===== src/rtl/phy_regwin_pkg.sv =====
package phy_regwin_pkg;

    typedef enum logic [2:0] {
        BANK_BASE,
        BANK_CTL,
        BANK_STAT,
        BANK_ID,
        BANK_USER,
        BANK_NONE
    } bank_e;

    localparam int unsigned PG_STAT = 0;
    localparam int unsigned PG_ID   = 1;
    localparam int unsigned PG_USER = 7;

endpackage


===== src/rtl/phy_regwin_decode.sv =====
module phy_regwin_decode
    import phy_regwin_pkg::*;
#(
    parameter int unsigned AW     = 4,
    parameter int unsigned IW     = 3,
    parameter int unsigned PAGE_W = 3,
    parameter int unsigned PORT_W = 4,
    parameter int unsigned NPORTS = 3
) (
    input  logic [AW-1:0]     addr_i,
    input  logic [PAGE_W-1:0] page_i,
    input  logic [PORT_W-1:0] port_i,
    output bank_e             bank_o,
    output logic [IW-1:0]     idx_o
);

    always_comb begin
        idx_o = addr_i[IW-1:0];
        if (!addr_i[AW-1]) begin
            bank_o = (&addr_i[IW-1:0]) ? BANK_CTL : BANK_BASE;
        end else if (page_i == PAGE_W'(PG_STAT)) begin
            // the port number only matters on the status page
            bank_o = (port_i < PORT_W'(NPORTS)) ? BANK_STAT : BANK_NONE;
        end else if (page_i == PAGE_W'(PG_ID)) begin
            bank_o = BANK_ID;
        end else if (page_i == PAGE_W'(PG_USER)) begin
            bank_o = BANK_USER;
        end else begin
            bank_o = BANK_NONE;
        end
    end

endmodule


===== src/rtl/phy_regwin_id.sv =====
module phy_regwin_id #(
    parameter int unsigned DW       = 8,
    parameter int unsigned IW       = 3,
    parameter int unsigned ID_BYTES = 3,
    parameter logic [ID_BYTES*DW-1:0] VENDOR_ID  = '0,
    parameter logic [ID_BYTES*DW-1:0] PRODUCT_ID = '0
) (
    input  logic [IW-1:0] idx_i,
    output logic [DW-1:0] id_o
);

    localparam int unsigned NREG = 1 << IW;

    logic [DW-1:0] rom [NREG];

    for (genvar k = 0; k < NREG; k++) begin : g_rom
        if (k < ID_BYTES) begin : g_vendor
            assign rom[k] = VENDOR_ID[(ID_BYTES-1-k)*DW +: DW];
        end else if (k < 2*ID_BYTES) begin : g_product
            assign rom[k] = PRODUCT_ID[(2*ID_BYTES-1-k)*DW +: DW];
        end else begin : g_blank
            assign rom[k] = '0;
        end
    end

    assign id_o = rom[idx_i];

endmodule


===== src/rtl/phy_regwin_statmux.sv =====
module phy_regwin_statmux #(
    parameter int unsigned DW     = 8,
    parameter int unsigned IW     = 3,
    parameter int unsigned NPORTS = 3,
    parameter int unsigned PORT_W = 4
) (
    input  logic [NPORTS*(1<<IW)*DW-1:0] stat_i,
    input  logic [PORT_W-1:0]            port_i,
    input  logic [IW-1:0]                idx_i,
    output logic [DW-1:0]                stat_o
);

    localparam int unsigned NREG = 1 << IW;
    localparam int unsigned NENT = NPORTS * NREG;

    logic [NENT-1:0][DW-1:0] ent;
    assign ent = stat_i;

    always_comb begin
        stat_o = '0;
        for (int p = 0; p < NPORTS; p++) begin
            if (port_i == PORT_W'(p)) begin
                stat_o = ent[p*NREG + int'(idx_i)];
            end
        end
    end

endmodule


===== src/rtl/phy_regwin.sv =====
module phy_regwin
    import phy_regwin_pkg::*;
#(
    parameter int unsigned DW       = 8,
    parameter int unsigned AW       = 4,
    parameter int unsigned NPORTS   = 3,
    parameter int unsigned PAGE_W   = 3,
    parameter int unsigned PORT_W   = 4,
    parameter int unsigned ID_BYTES = 3,
    parameter logic [ID_BYTES*DW-1:0] VENDOR_ID  = 24'h5A3C01,
    parameter logic [ID_BYTES*DW-1:0] PRODUCT_ID = 24'h0417B2
) (
    input  logic                              clk,
    input  logic                              rst_n,
    input  logic                              rd_en,
    input  logic                              wr_en,
    input  logic [AW-1:0]                     addr,
    input  logic [DW-1:0]                     wdata,
    input  logic [NPORTS*(2**(AW-1))*DW-1:0]  port_status,
    output logic [DW-1:0]                     rdata
);

    localparam int unsigned IW   = AW - 1;
    localparam int unsigned NREG = 1 << IW;
    localparam logic [DW-1:0] PAGE_MASK = DW'(((1 << PAGE_W) - 1) << (DW - PAGE_W));
    localparam logic [DW-1:0] PORT_MASK = DW'((1 << PORT_W) - 1);
    localparam logic [DW-1:0] CTL_MASK  = PAGE_MASK | PORT_MASK;

    typedef struct packed {
        logic [NREG-2:0][DW-1:0] base;
        logic [DW-1:0]           ctl;
        logic [NREG-1:0][DW-1:0] user;
        logic [DW-1:0]           rdata;
    } state_t;

    state_t st_d, st_q;

    logic [PAGE_W-1:0] win_page;
    logic [PORT_W-1:0] win_port;
    bank_e             bank;
    logic [IW-1:0]     idx;
    logic [DW-1:0]     stat_byte;
    logic [DW-1:0]     id_byte;
    logic [DW-1:0]     rd_val;

    assign win_page = st_q.ctl[DW-1 -: PAGE_W];
    assign win_port = st_q.ctl[PORT_W-1:0];

    phy_regwin_decode #(
        .AW(AW), .IW(IW), .PAGE_W(PAGE_W), .PORT_W(PORT_W), .NPORTS(NPORTS)
    ) u_decode (
        .addr_i(addr), .page_i(win_page), .port_i(win_port),
        .bank_o(bank), .idx_o(idx)
    );

    phy_regwin_statmux #(
        .DW(DW), .IW(IW), .NPORTS(NPORTS), .PORT_W(PORT_W)
    ) u_statmux (
        .stat_i(port_status), .port_i(win_port), .idx_i(idx), .stat_o(stat_byte)
    );

    phy_regwin_id #(
        .DW(DW), .IW(IW), .ID_BYTES(ID_BYTES),
        .VENDOR_ID(VENDOR_ID), .PRODUCT_ID(PRODUCT_ID)
    ) u_id (
        .idx_i(idx), .id_o(id_byte)
    );

    always_comb begin
        st_d = st_q;

        case (bank)
            BANK_BASE: rd_val = st_q.base[idx];
            BANK_CTL:  rd_val = st_q.ctl;
            BANK_STAT: rd_val = stat_byte;
            BANK_ID:   rd_val = id_byte;
            BANK_USER: rd_val = st_q.user[idx];
            default:   rd_val = '0;
        endcase

        // read samples the pre-write contents
        if (rd_en) begin
            st_d.rdata = rd_val;
        end

        if (wr_en) begin
            case (bank)
                BANK_BASE: st_d.base[idx] = wdata;
                BANK_CTL:  st_d.ctl       = wdata & CTL_MASK;
                BANK_USER: st_d.user[idx] = wdata;
                default:   ;
            endcase
        end
    end

    always_ff @(posedge clk or negedge rst_n) begin
        if (!rst_n) begin
            st_q <= '0;
        end else begin
            st_q <= st_d;
        end
    end

    assign rdata = st_q.rdata;

endmodule


===== config.mk =====
export PLATFORM = sky130hd
export DESIGN_NAME = phy_regwin
export DESIGN_NICKNAME = d
export VERILOG_FILES = /design/src/rtl/phy_regwin_pkg.sv /design/src/rtl/phy_regwin_decode.sv /design/src/rtl/phy_regwin_id.sv /design/src/rtl/phy_regwin_statmux.sv /design/src/rtl/phy_regwin.sv
export SDC_FILE = /design/constraint.sdc
export NUM_CORES = 1
export LEC_CHECK = 0
export ABC_AREA = 1
export BUFFER_PORTS_ARGS = -buffer_cell sky130_fd_sc_hd__buf_4
export CORE_AREA = 2 2 127 129
export DETAILED_ROUTE_END_ITERATION = 12
export DIE_AREA = 0 0 129 131
export HOLD_SLACK_MARGIN = 0.06
export PLACE_DENSITY = 0.8
export SLEW_MARGIN = 20
export SYNTH_ARGS = -nofsm -noshare
export SYNTH_HDL_FRONTEND = slang
export SYNTH_SLANG_ARGS = --single-unit

===== constraint.sdc =====
create_clock -name clk -period 2.05 [get_ports clk]
set_clock_uncertainty 0.2 [all_clocks]
set_input_delay 0 -clock clk [delete_from_list [all_inputs] [get_ports clk]]
set_output_delay 0 -clock clk [all_outputs]
set_load 0.02 [all_outputs]

# Yosys cells after proc, flatten, opt, wreduce, memory -nomap -nowiden

Memories as Yosys holds them, arrays and structs flattened.
Cells that the tools add are included.

$add $sub $neg: 2
Order comparisons: 7
Equality and inequality tests: 8
Muxes and demuxes: 26
Bitwise logic cells: 1
Reduce and logical (&&, ||, !) cells: 8

Operator list:

| kind                  | count |
|---|---|
| $mux W8               | 11 |
| $bmux W8 S5           | 2 |
| $bmux W8 S3           | 3 |
| $bwmux W64            | 1 |
| $lt A32 B6 Y1 const B | 2 |
| $bwmux W56            | 1 |
| $pmux W8 S5           | 1 |
| $demux W8 S3          | 1 |
| $mux W3               | 4 |
| $add A5 B3 Y6 const A | 1 |
| $eq A3 B1 Y1 const B  | 2 |
| $eq A3 B2 Y1 const B  | 2 |
| $eq A3 B3 Y1 const B  | 2 |
| $logic_not A3 Y1      | 2 |
| $lt A3 B6 Y1 const B  | 1 |
| $reduce_and A2 Y1     | 3 |
| $add A4 B3 Y5 const A | 1 |
| $eq A4 B1 Y1 const B  | 1 |
| $eq A4 B2 Y1 const B  | 1 |
| $ge A4 B4 Y1 const B  | 1 |
| $logic_not A4 Y1      | 1 |
| $lt A3 B4 Y1 const B  | 1 |
| $lt A4 B2 Y1 const B  | 1 |
| $not A3 Y4            | 1 |
| other kinds (4)       | 5 |

Register bits: 135
Memory bits (read-only): 64
Input bits: 208
Output and inout port bits: 8
Logic and storage cells: 70
Memories: 1

Memories:

| name             | depth | width | rd ports | clocked after Yosys merged registers in | write ports | RTL line            | text |
|---|---|---|---|---|---|---|---|
| (name not given) | 8     | 8     | 1        | 0                                       | 0           | phy_regwin_id.sv:26 | `assign id_o = rom[idx_i];` |

# Logic depth before layout (Yosys ltp)

Gate-level depths: netlist of the first run.

Depth in word-level cells: 7
Depth in mapped cells: 14
Mapped depth without buffers: 13

# By module

Synthesis of the first run repeated with hierarchy kept, for this count alone.

Cells, all modules: 1494
Area total of the unflattened synthesis: 9464.1 um2

By module, submodules not included:

| module             | times used | cells an instance | area an instance (um2) | seq. area each (um2) |
|---|---|---|---|---|
| phy_regwin         | 1          | 903               | 6905.4                 | 3378.2 |
| phy_regwin_statmux | 1          | 557               | 2401.1                 | 0.0 |
| phy_regwin_decode  | 1          | 19                | 97.6                   | 0.0 |
| phy_regwin_id      | 1          | 15                | 60.1                   | 0.0 |

# Worst setup path before layout of the first run

No wires, ideal clock.

Kind: register to register
Start: reg st_q[74] in the netlist's numbering
End: reg st_q, in the netlist rdata[1]
Library setup time: 117 ps
Data arrival time: 1360 ps
Required time: 1733 ps
Setup slack: 373 ps
Stages on the path, launching flop included: 11
Buffers on the path: 0
Period minus slack after synthesis: 1677 ps
Path through: dfrtp_1 nor2_1 inv_1 nor3_2 nand3_1 nand2_1 inv_1 nand2_1 nand2_1 nand2_1 nand2_1

Longest elaborated chain between the ends: 6
Elaborated cells on any way between the ends: 16
Those cells by class: order compare: 1; eq/ne: 6; mux: 7; reduce/logical: 2

Ends and longest elaborated chain:

| element                                    | RTL line                | text |
|---|---|---|
| start, declared                            | phy_regwin.sv:36        | `state_t st_d, st_q;` |
| start signal, assigned                     | phy_regwin.sv:100       | `st_q <= st_d;` |
| $lt A4 B2 Y1                               | phy_regwin_decode.sv:23 | `bank_o = (port_i < PORT_W'(NPORTS)) ? BANK_STAT : BANK_NONE;` |
| $mux W3                                    | phy_regwin_decode.sv:23 |  |
| $mux W3                                    | phy_regwin_decode.sv:21 | `end else if (page_i == PAGE_W'(PG_STAT)) begin` |
| $mux W3                                    | phy_regwin_decode.sv:19 | `if (!addr_i[AW-1]) begin` |
| $eq A3 B3 Y1, or another cell as far along | phy_regwin.sv:72        | `case (bank)` |
| $pmux W8 S5 (*)                            | phy_regwin.sv:72        |  |

Mark *: on every way between the ends. The rest lies on a longest branch, timed or not.
A chain may end at the register's enable or synchronous reset.

# Worst setup path after layout of the first run

Start: in addr[0]
End: reg st_q, in the netlist rdata[6]

Longest elaborated chain between the ends: 6
Elaborated cells on any way between the ends: 28
Those cells by class: add/sub: 2; eq/ne: 4; mux: 18; bitwise: 1; reduce/logical: 2; memory: 1

Ends and longest elaborated chain:

| element                                             | RTL line                                           | text |
|---|---|---|
| start, declared                                     | phy_regwin.sv:17                                   | `input logic [AW-1:0] addr,` |
| $add A4 B3 Y5 / $bmux W8 S3 (equally long branches) | phy_regwin_statmux.sv:23                           | `stat_o = ent[p*NREG + int'(idx_i)];` |
| $bmux W8 S5 / $mux W8 (equally long branches)       | phy_regwin_statmux.sv:23                           |  |
| $mux W8, on equally long branches                   | phy_regwin_statmux.sv:23, phy_regwin_statmux.sv:22 |  |
| $mux W8 (2 in series)                               | phy_regwin_statmux.sv:22                           | `if (port_i == PORT_W'(p)) begin` |
| $pmux W8 S5 (*)                                     | phy_regwin.sv:72                                   |  |

Mark *: on every way between the ends. The rest lies on a longest branch, timed or not. The select of a mux whose other input is x is not followed.

==> flow_summary_export.csv, run 1 <==
group,metric,value,unit
synth,synth_warnings,0,
die,start_util,52.76,%
timing,rsz0062_at_grt,"false",
layout,layout_common_cells,"350 x nand2_1, 270 x nor2_1, 252 x buf_4",
die,die_y,131,um
global_route,antenna_found_initial,0,
power_and_ir_drop,p_per_area,766.7,nW/um^2
setup_path,slowest_delay,550,ps
timing,setup_viol,0,
outcome,status,"complete, no violations",
placed_design,numPortBuffers,215,
clocking,postCtsSetupBuffers,0,
synth,syn_inst,1241,
synth,yosysTopAreaCell,"dfrtp_1",
routing,wl,30390,um
routing,num_vias,9449,
global_route,grtUsageTotal,36.07,%
clocking,insertion_delay,420,ps
layout,final_layout_size_suffix_gt1_share,21.91,%
power_and_ir_drop,p_leak,5.628,nW
routing,drtPass1Iterations,7,
setup_path,path_class,"input pin to flop",
die,rows,46,
power_and_ir_drop,swShare,28.56,%
clocking,htreeDepth,4,
die,dieArea,16900,um^2
clocking,cts_sinks,135,
synth,synth_top_area_share,41.05,%
die,io_pins,216,
timing,period_minus_slack,1961,ps
job,cap_violations,0,
setup_path,crit_top_cell,"nand2_1",
timing,report.final.hold_viol_count,0,
routing,wl_per_cell,17.74,um
timing,fmax,510.0,MHz
die,fp.dieW,129,um
global_route,grt_pass1_wl,46630,um
synth,synth_cell_types,28,
routing,drt_iter0_markers,970,
min_path,min_path_type,"input pin to flop",
placed_design,gp_congestion,0.9479,
synth,syn-num-nets,1449,
power_and_ir_drop,combPwrFrac,21.9,%
timing,period_share,95.65,%
synth,synth_seq_cells,135,
layout,fillers,1290,
power_and_ir_drop,seq_power_share,37.9,%
power_and_ir_drop,p_int,0.006130,W
setup_path,endpoint_kind,"flop",
timing,slew_headroom,57.87,%
setup_path,path_max_fanout,16,
routing,drc_errors,0,
setup_path,cp-start-kind,"input pin",
power_and_ir_drop,clkPwrFrac,40.3,%
setup_path,cp.arrival,2070,ps
layout,final_common_cell,"nand2_1",
power_and_ir_drop,power_switching,0.002451,W
die,core_area,15600,um^2
clocking,clkTransAtPathRegs,60,ps
setup_path,cp_cell_sequence,"dlygate4sd3_1 > buf_6 > nor2_4 > nand2_1 > o21ai_0 > nor2_1 > nand2_1 > nand3_1 > nor2_1 > nand2_1 > nand2_1 > nand2_1",
synth,synth_seq_area_share,41.05,%
timing,slew_viol_final,0,
layout,antenna_cells,0,
timing,holdWs,57.81,ps
clocking,cts_tree,"built",
synth,synth_area,8229,um^2
timing,setup_tns,0,ps
setup_path,cp_slowest_cell,"dlygate4sd3_1",
setup_path,crit_required,2160,ps
layout,fin_nets,1692,
power_and_ir_drop,ir_drop,0.6452,mV
placed_design,hpwlAfterDp,21340,um
global_route,gr-total-overflow,0,
clocking,root_buffer,"clkbuf_16",
timing,worst_pin_slew,631.2,ps
global_route,grt_pass1_vias,8953,
layout,multiInputGateArea,4123,um^2
synth,synth_area_leaders,"dfrtp_1 41%, nand2_1 16%, nor2_1 12%",
clocking,clock_path_buffers,2,
routing,ant_nets,0,
layout,area_growth,36.02,%
routing,avgViaCountPerCell,5.516,
global_route,grt_max_degree,61,
clocking,numCtsBuffers,17,
synth,syn_area_per_cell,6.631,um^2
layout,ff_latch_area,3378,um^2
## registers in the layout, summed over array words and instances (netlist names)
register / count
rdata: 8
st_q: 127
## final timing paths
kind,from,endpoint,slack [ps],cells after the start
worst max-delay path,addr[0],rdata[6],90,12
worst min-delay path,port_status[55],rdata[7],60,9
worst max register to register,st_q[74],rdata[1],180,11
worst min register to register,st_q[24],st_q[24],280,2
max in group asynchronous,rst_n,st_q[9],560,4
min in group asynchronous,rst_n,st_q[113],620,4
## layout make-up
class | count | share of cell area (%)
clock inverter | 10 | 1.710
multi-input combinational | 944 | 36.83
clock buffer | 22 | 4.326
tap | 216 | 2.414
timing repair buffer | 301 | 21.69
inverter | 85 | 2.850
sequential | 135 | 30.18
## what timing repair did
action                                  CTS  global route
resized for setup                         0             8
hold buffers                             41             0
endpoints found under the setup margin    0            15
endpoints found under the hold margin   268             0
## per-stage QoR
| step | utilization [%] | setup slack, ps | total power, W | cell area (um^2) | std cells |
|---|---|---|---|---|---|
| global placement | 64.62 | 227.2 | 0.004997 | 10080 | 1640 |
| detailed placement | 64.62 | 137.7 | 0.005044 | 10080 | 1640 |
| global route | 71.76 | 6.642 | 0.008968 | 11190 | 1713 |
| finish | 71.76 | 89.14 | 0.008581 | 11190 | 1713 |
| CTS | 71.59 | 98.12 | 0.008552 | 11170 | 1713 |
| floorplan | - | 373.0 | 0.004253 | 8229 | 1241 |
## kinds of logic (layout without fill, tap and decap cells)
kind of cell / after synthesis / count (layout) / synth area share, %
and+or+nand+nor: 750 / 750 / 37.69
AOI/OAI and AO/OA: 194 / 194 / 12.22
buffers and inverters: 162 / 418 / 9.032
DFF: 135 / 135 / 41.05
## layer usage
metal | global-route usage (%) | wire (um)
met5 | 0 | 0
met2 | 59.45 | 14340
met4 | 19.82 | 1615
met1 | 43.33 | 11380
met3 | 9.650 | 3057
## critical path: cells and delay by family
family          cells  cell delay [ps]
compound gates      1              210
simple gates        9             1120
buf+inv             2              720
## power groups by stage
stage / sequential [W] / clock [W] / combinational [W]
floorplan: 0.00321 / 0 / 0.00105
global placement: 0.00328 / 0 / 0.00172
detailed placement: 0.00328 / 0 / 0.00176
CTS: 0.00324 / 0.00347 / 0.00185
global route: 0.00328 / 0.00361 / 0.00208
finish: 0.00325 / 0.00346 / 0.00188
## synth_stat cells, drive strengths merged
master / n
a21oi: 48
and2: 1
buf: 53
clkbuf: 24
dfrtp: 135
inv: 85
nand2: 359
nand3: 72
nand4: 28
nor2: 279
nor3: 7
o211ai: 6
o21ai: 129
o22ai: 11
or2: 4
No activity file was read; power rests on OpenSTA's default activity.
==> run 2: changes to the inputs <==
--- a/config.mk
+++ b/config.mk
@@ -5,11 +5,10 @@
 export SDC_FILE = /design/constraint.sdc
 export NUM_CORES = 1
 export LEC_CHECK = 0
-export ABC_AREA = 1
 export BUFFER_PORTS_ARGS = -buffer_cell sky130_fd_sc_hd__buf_4
-export CORE_AREA = 2 2 127 129
+export CORE_AREA = 2 2 126 128
 export DETAILED_ROUTE_END_ITERATION = 12
-export DIE_AREA = 0 0 129 131
+export DIE_AREA = 0 0 128 130
 export HOLD_SLACK_MARGIN = 0.06
 export PLACE_DENSITY = 0.8
 export SLEW_MARGIN = 20
==> run 2 against run 1 <==
- the run now ends with negative setup slack left
- count of clock-buffer cells in the layout unchanged
- register-to-register slack worse by 250 ps
- combinational power is 10% higher
- synthesized cell count is 53% lower
- area after synthesis down 2.3%
- utilization is 0.99 points higher
- non-clock buffer count grew 5
- critical path type is now flop to flop
- largest power group is now sequential cells
- highest routed layer unchanged
==> flow_summary_export.csv, run 2 <==
group,metric,value,unit
clocking,postCtsSetupBuffers,0,
timing,setup_viol,8,
die,start_util,52.13,%
synth,synth_area_leaders,"dfrtp_1 42%, mux4_2 20%, mux2_2 18%",
synth,synth_top_area_share,42.01,%
synth,syn_area_per_cell,13.89,um^2
timing,rsz0062_at_grt,"true",
setup_path,cp-start-kind,"flop",
die,core_area,15420,um^2
synth,syn_inst,579,
clocking,numCtsBuffers,17,
layout,design_area,11220,um^2
synth,synth_seq_area_share,42.01,%
job,cap_violations,0,
clocking,clock_path_buffers,2,
timing,period_share,103.5,%
die,io_pins,216,
routing,avgViaCountPerCell,6.190,
setup_path,critPathBufInv,2,
placed_design,numPortBuffers,215,
setup_path,crit_family,"compound AO/OA/AOI/OAI gates",
timing,slew_viol_final,0,
setup_path,endpoint_kind,"flop",
global_route,grt_max_degree,58,
routing,drtPass1Iterations,5,
layout,max_flop_register,"st_q",
power_and_ir_drop,p_leak,5.138,nW
global_route,grt_pass1_wl,40740,um
outcome,failed_checks,"negative setup slack",
synth,ys.flop_type,"dfrtp_1",
min_path,min_path_type,"input pin to flop",
synth,post-synth-top-count-cell,"dfrtp_1",
global_route,grt_pass1_vias,7066,
placed_design,gp_congestion,1.002,
setup_path,path_class,"flop to flop",
synth,yosysTopAreaCell,"dfrtp_1",
global_route,grtUsageTotal,33.16,%
routing,drt_iter0_markers,467,
synth,synth_seq_cells,135,
setup_path,crit_required,2150,ps
clocking,root_buffer,"clkbuf_16",
layout,fillers,1037,
synth,synth_cell_types,59,
routing,drc_errors,0,
die,fp.dieW,128,um
timing,fmax,471.1,MHz
synth,synth_area,8041,um^2
global_route,antenna_found_initial,1,
layout,fin_nets,1063,
outcome,status,"finished, violations left",
setup_path,path_max_fanout,11,
timing,setup_ws,-72.48,ps
synth,synthTopCellsByCount,"135 x dfrtp_1, 131 x mux2_2, 71 x mux4_2",
layout,layout_common_cells,"254 x buf_4, 134 x dfrtp_1, 131 x mux2_2",
synth,synth_warnings,0,
timing,period_minus_slack,2122,ps
placed_design,placed_area,10230,um^2
power_and_ir_drop,finalPower,0.008360,W
clocking,insertion_delay,430,ps
timing,slew_headroom,65.02,%
die,die_y,130,um
clocking,clkTransAtPathRegs,60,ps
routing,wl,26760,um
routing,num_vias,6568,
setup_path,slowest_delay,420,ps
timing,report.final.hold_viol_count,0,
setup_path,cp.arrival,2220,ps
synth,syn-num-nets,787,
setup_path,cp_cell_sequence,"buf_4 > and4_2 > buf_4 > a32oi_1 > nand3_1 > a221o_1",
timing,worst_pin_slew,524.2,ps
clocking,cts_sinks,135,
layout,final_common_cell,"buf_4",
power_and_ir_drop,p_per_area,744.9,nW/um^2
routing,wl_per_cell,25.22,um
layout,area_growth,39.55,%
die,rows,46,
layout,largest_reg_flops,127,
clocking,htreeDepth,4,
layout,final_layout_size_suffix_gt1_share,61.18,%
setup_path,crit_top_cell,"buf_4",
setup_path,cp_slowest_cell,"dfrtp_1",
die,dieArea,16640,um^2
synth,synth_edf_count,0,
placed_design,dp_slack,1.983,ps
global_route,gr-total-overflow,0,
synth,async_flop_share,100.0,%
routing,ant_nets,0,
placed_design,hpwlAfterDp,19700,um
clocking,cts_tree,"built",
power_and_ir_drop,ir_drop,0.7549,mV
## run 2: changes by cell type in the layout (fill, tap and decap cells not counted), moves of 23 or more
| cell | before | now |
|---|---|---|
| nand2_1 | 350 | 22 |
| a21oi_1 | 48 | 7 |
| nand4_1 | 27 | 4 |
| nand3_1 | 72 | 14 |
| inv_1 | 77 | 5 |
| o21ai_0 | 121 | 7 |
| mux4_2 | 0 | 71 |
| mux2_2 | 0 | 131 |
| nor2_1 | 270 | 17 |
## run 2: power breakdown
group	internal (W)	switching, W	leakage [nW]
registers	0.00304	0.000252	1.77
logic	0.00117	0.000897	3.09
clock network	0.00186	0.00114	0.277
total	0.00607	0.00229	5.14
## run 2: logic make-up after synthesis
| family | Yosys count | share of synthesized area [%] |
|---|---|---|
| compound gates | 71 | 6.551 |
| flops | 135 | 42.01 |
| buf+inv | 54 | 3.812 |
| simple gates | 95 | 6.659 |
| mux | 223 | 40.86 |
| xor+xnor | 1 | 0.1089 |
## run 2: routing by layer
metal	vias to the layer above	track usage [%]	routed length, um
li1	2826	-	-
met1	3350	39.08	10130
met2	317	58.70	13740
met3	75	7.257	1793
met4	0	14.93	1098
met5	-	0	0
## run 2: area by class of cell
type | count | area (um^2) | area share [%]
Multi-Input combinational cell | 390 | 4395 | 39.17
Tap cell | 192 | 240.2 | 2.141
Timing Repair Buffer | 306 | 2599 | 23.16
Antenna cell | 1 | 2.502 | 0.02230
Clock buffer | 22 | 464.2 | 4.136
Inverter | 5 | 18.77 | 0.1672
Sequential cell | 135 | 3379 | 30.11
Clock inverter | 10 | 122.6 | 1.093
## run 2: stage by stage
step | util (%) | cells | setup TNS (ps) | hold WS [ps]
global placement | 66.34 | 993 | 0 | -234.2
finish | 72.75 | 1061 | -116.7 | 79.39
CTS | 72.57 | 1061 | 0 | 64.11
floorplan | - | 579 | 0 | -495.6
global route | 72.75 | 1061 | -909.7 | 95.51
detailed placement | 66.34 | 993 | 0 | -219.3
## run 2: path summary, 6_finish.rpt
check	start	end	slack, ps	depth (start not counted)
max	st_q[79]	rdata[5]	-70	6
min	port_status[188]	rdata[4]	80	6
max reg2reg	st_q[79]	rdata[5]	-70	6
min reg2reg	st_q[26]	st_q[26]	300	1
max in group asynchronous	rst_n	st_q[78]	850	4
min in group asynchronous	rst_n	st_q[63]	460	4
## run 2: worst register-to-register path, cell delays in order, from the launching register on
cell and delay [ps]:
dfrtp_1 420, buf_4 180, and4_2 250, buf_4 190
a32oi_1 240, nand3_1 170, a221o_1 360
## run 2: what timing repair did
item | in CTS | in global routing
hold endpoints to repair | 270 | 0
hold buffers | 36 | 0
pin swaps | 0 | 9
resized for setup | 3 | 7
gates cloned | 0 | 0
endpoints found under the setup margin | 2 | 64
==> run 3: changes to the inputs <==
--- a/config.mk
+++ b/config.mk
@@ -6,9 +6,10 @@
 export NUM_CORES = 1
 export LEC_CHECK = 0
 export BUFFER_PORTS_ARGS = -buffer_cell sky130_fd_sc_hd__buf_4
-export CORE_AREA = 2 2 126 128
+export CORE_AREA = 2 2 103 155
 export DETAILED_ROUTE_END_ITERATION = 12
-export DIE_AREA = 0 0 128 130
+export DIE_AREA = 0 0 105 157
+export GPL_TIMING_DRIVEN = 0
 export HOLD_SLACK_MARGIN = 0.06
 export PLACE_DENSITY = 0.8
 export SLEW_MARGIN = 20
==> run 3 against run 2 <==
- critical path type unchanged
- critical path depth is 1 lower
- the run still ends with negative setup slack left
- sequential share of layout area is 0.22 points lower
- final cell count is 2.1% higher
- worst setup slack better by 38 ps
- hold slack worse by 4.8 ps
- cell area is 0.81% higher
- first-iteration DRC count is 34% higher
==> flow_summary_export.csv, run 3 (synthesis gave the netlist of run 2 again) <==
group,metric,value,unit
global_route,antenna_found_initial,0,
clocking,clock_path_buffers,2,
power_and_ir_drop,ir_drop,0.7290,mV
setup_path,reg2reg_depth,5,
setup_path,path_max_fanout,7,
setup_path,cp-start-kind,"flop",
placed_design,gp_congestion,0.9880,
global_route,gr-total-overflow,0,
timing,period_minus_slack,2084,ps
layout,final_common_cell,"buf_4",
global_route,grt_max_degree,85,
setup_path,r2r_slack,-30,ps
layout,fin_nets,1079,
outcome,failed_checks,"negative setup slack",
timing,worst_pin_slew,822.5,ps
layout,max_flop_register,"st_q",
layout,fillers,956,
die,dieArea,16490,um^2
die,die_y,157,um
routing,drtPass1Iterations,5,
setup_path,crit_required,2200,ps
timing,setup_tns,-78.01,ps
job,cap_violations,0,
timing,slew_viol_final,0,
setup_path,crit_path_start,"st_q[74]",
power_and_ir_drop,p_leak,5.150,nW
layout,largest_reg_flops,127,
die,core_area,15000,um^2
clocking,cts_tree,"built",
layout,antenna_cells,0,
timing,report.final.hold_viol_count,0,
global_route,grt_pass1_vias,7527,
clocking,numCtsBuffers,17,
timing,period_share,101.7,%
min_path,min_path_type,"input pin to flop",
placed_design,placed_area,9928,um^2
clocking,root_buffer,"clkbuf_16",
routing,drc_errors,0,
die,rows,55,
timing,fmax,479.8,MHz
routing,wl,30420,um
timing,setup_viol,4,
power_and_ir_drop,p_per_area,772.7,nW/um^2
layout,design_area,11310,um^2
setup_path,endpoint,"rdata[5]",
timing,rsz0062_at_grt,"true",
setup_path,r2r-end,"rdata[5]",
routing,avgViaCountPerCell,6.565,
placed_design,hpwlAfterDp,21740,um
routing,wl_per_cell,28.09,um
layout,multiInputGateArea,4506,um^2
die,start_util,53.60,%
timing,setup_ws,-34.11,ps
die,fp.dieW,105,um
clocking,htreeDepth,4,
power_and_ir_drop,finalPower,0.008741,W
layout,final_layout_size_suffix_gt1_share,61.31,%
placed_design,numPortBuffers,214,
outcome,status,"finished, violations left",
timing,holdWs,74.58,ps
routing,drt_iter0_markers,628,
setup_path,path_class,"flop to flop",
setup_path,cp.arrival,2240,ps
clocking,cts_sinks,135,
global_route,grtUsageTotal,36.58,%
routing,ant_nets,0,
timing,slew_headroom,45.16,%
placed_design,dp_slack,-687.6,ps
clocking,insertion_delay,420,ps
global_route,grt_pass1_wl,44140,um
setup_path,rr_startpoint,"st_q[74]",
min_path,hp-start,"port_status[50]",
layout,layout_common_cells,"243 x buf_4, 132 x dfrtp_1, 131 x mux2_2",
clocking,clkTransAtPathRegs,60,ps
setup_path,endpoint_kind,"flop",
layout,ff_latch_area,3382,um^2
routing,num_vias,7110,
layout,area_growth,40.69,%
die,io_pins,216,
## run 3: cell types whose count changed in the layout (fill, tap and decap cells not counted), moves of 4 or more
cell           change
buf_12            -13
inv_6              +4
buf_4             -11
clkbuf_1          +10
dlygate4sd3_1      +5
nor2_4             +7
nor2_2             -5
buf_2              +8
clkbuf_2           +4
buf_6              +6
## run 3: per-stage QoR
step                cells  utilization (%)
detailed placement    993            66.18
CTS                  1077            74.30
finish               1083            75.41
global placement      992            65.97
floorplan             579                -
global route         1083            75.41
## run 3: critical path, stage by stage, from the launching register on
cell and delay, ps:
dfrtp_2 440, buf_4 160, nor4b_4 550, o211ai_1 280, a31oi_1 260, a221o_1 130
## run 3: worst min path at each step
| stage | to | cells after the start | slack [ps] |
|---|---|---|---|
| after floorplan | rdata[0] | 0 | -500 |
| final | rdata[2] | 5 | 70 |
| after CTS | rdata[0] | 5 | 60 |
| after global routing | rdata[2] | 5 | 100 |
| after detailed placement | st_q[111] | 1 | -220 |
| after global placement | rdata[6] | 2 | 90 |
## run 3: repair_timing
| item | CTS | global route |
|---|---|---|
| endpoints found under the hold margin | 198 | 0 |
| pin swaps | 10 | 11 |
| hold buffers | 39 | 0 |
| gates resized for setup | 26 | 19 |
| setup endpoints to repair | 73 | 84 |
| buffers inserted | 13 | 6 |
## run 3: metal layers
metal / track usage [%] / part of all wire (%) / vias up
li1: - / - / 2867
met1: 39.61 / 34 / 3593
met2: 62.12 / 50 / 514
met3: 8.033 / 7.9 / 136
met4: 28.51 / 7.8 / 0
met5: 0 / 0 / -
## run 3: area by class of cell
class                           count  share of cell area, %
Buffer                             49                  2.654
Clock inverter                     12                  1.438
Multi-Input combinational cell    390                  39.83
Tap cell                          199                  2.201
Inverter                            5                 0.1659
Sequential cell                   135                  29.89
Clock buffer                       20                  4.125
Timing Repair Buffer              273                  19.70
## run 3: where the power goes
| group | leakage (nW) | switching (W) | internal [W] | total, W |
|---|---|---|---|---|
| clock network | 0.304 | 0.00122 | 0.00203 | 0.00325 |
| registers | 1.76 | 0.000261 | 0.00304 | 0.00330 |
| logic | 3.08 | 0.000974 | 0.00122 | 0.00219 |
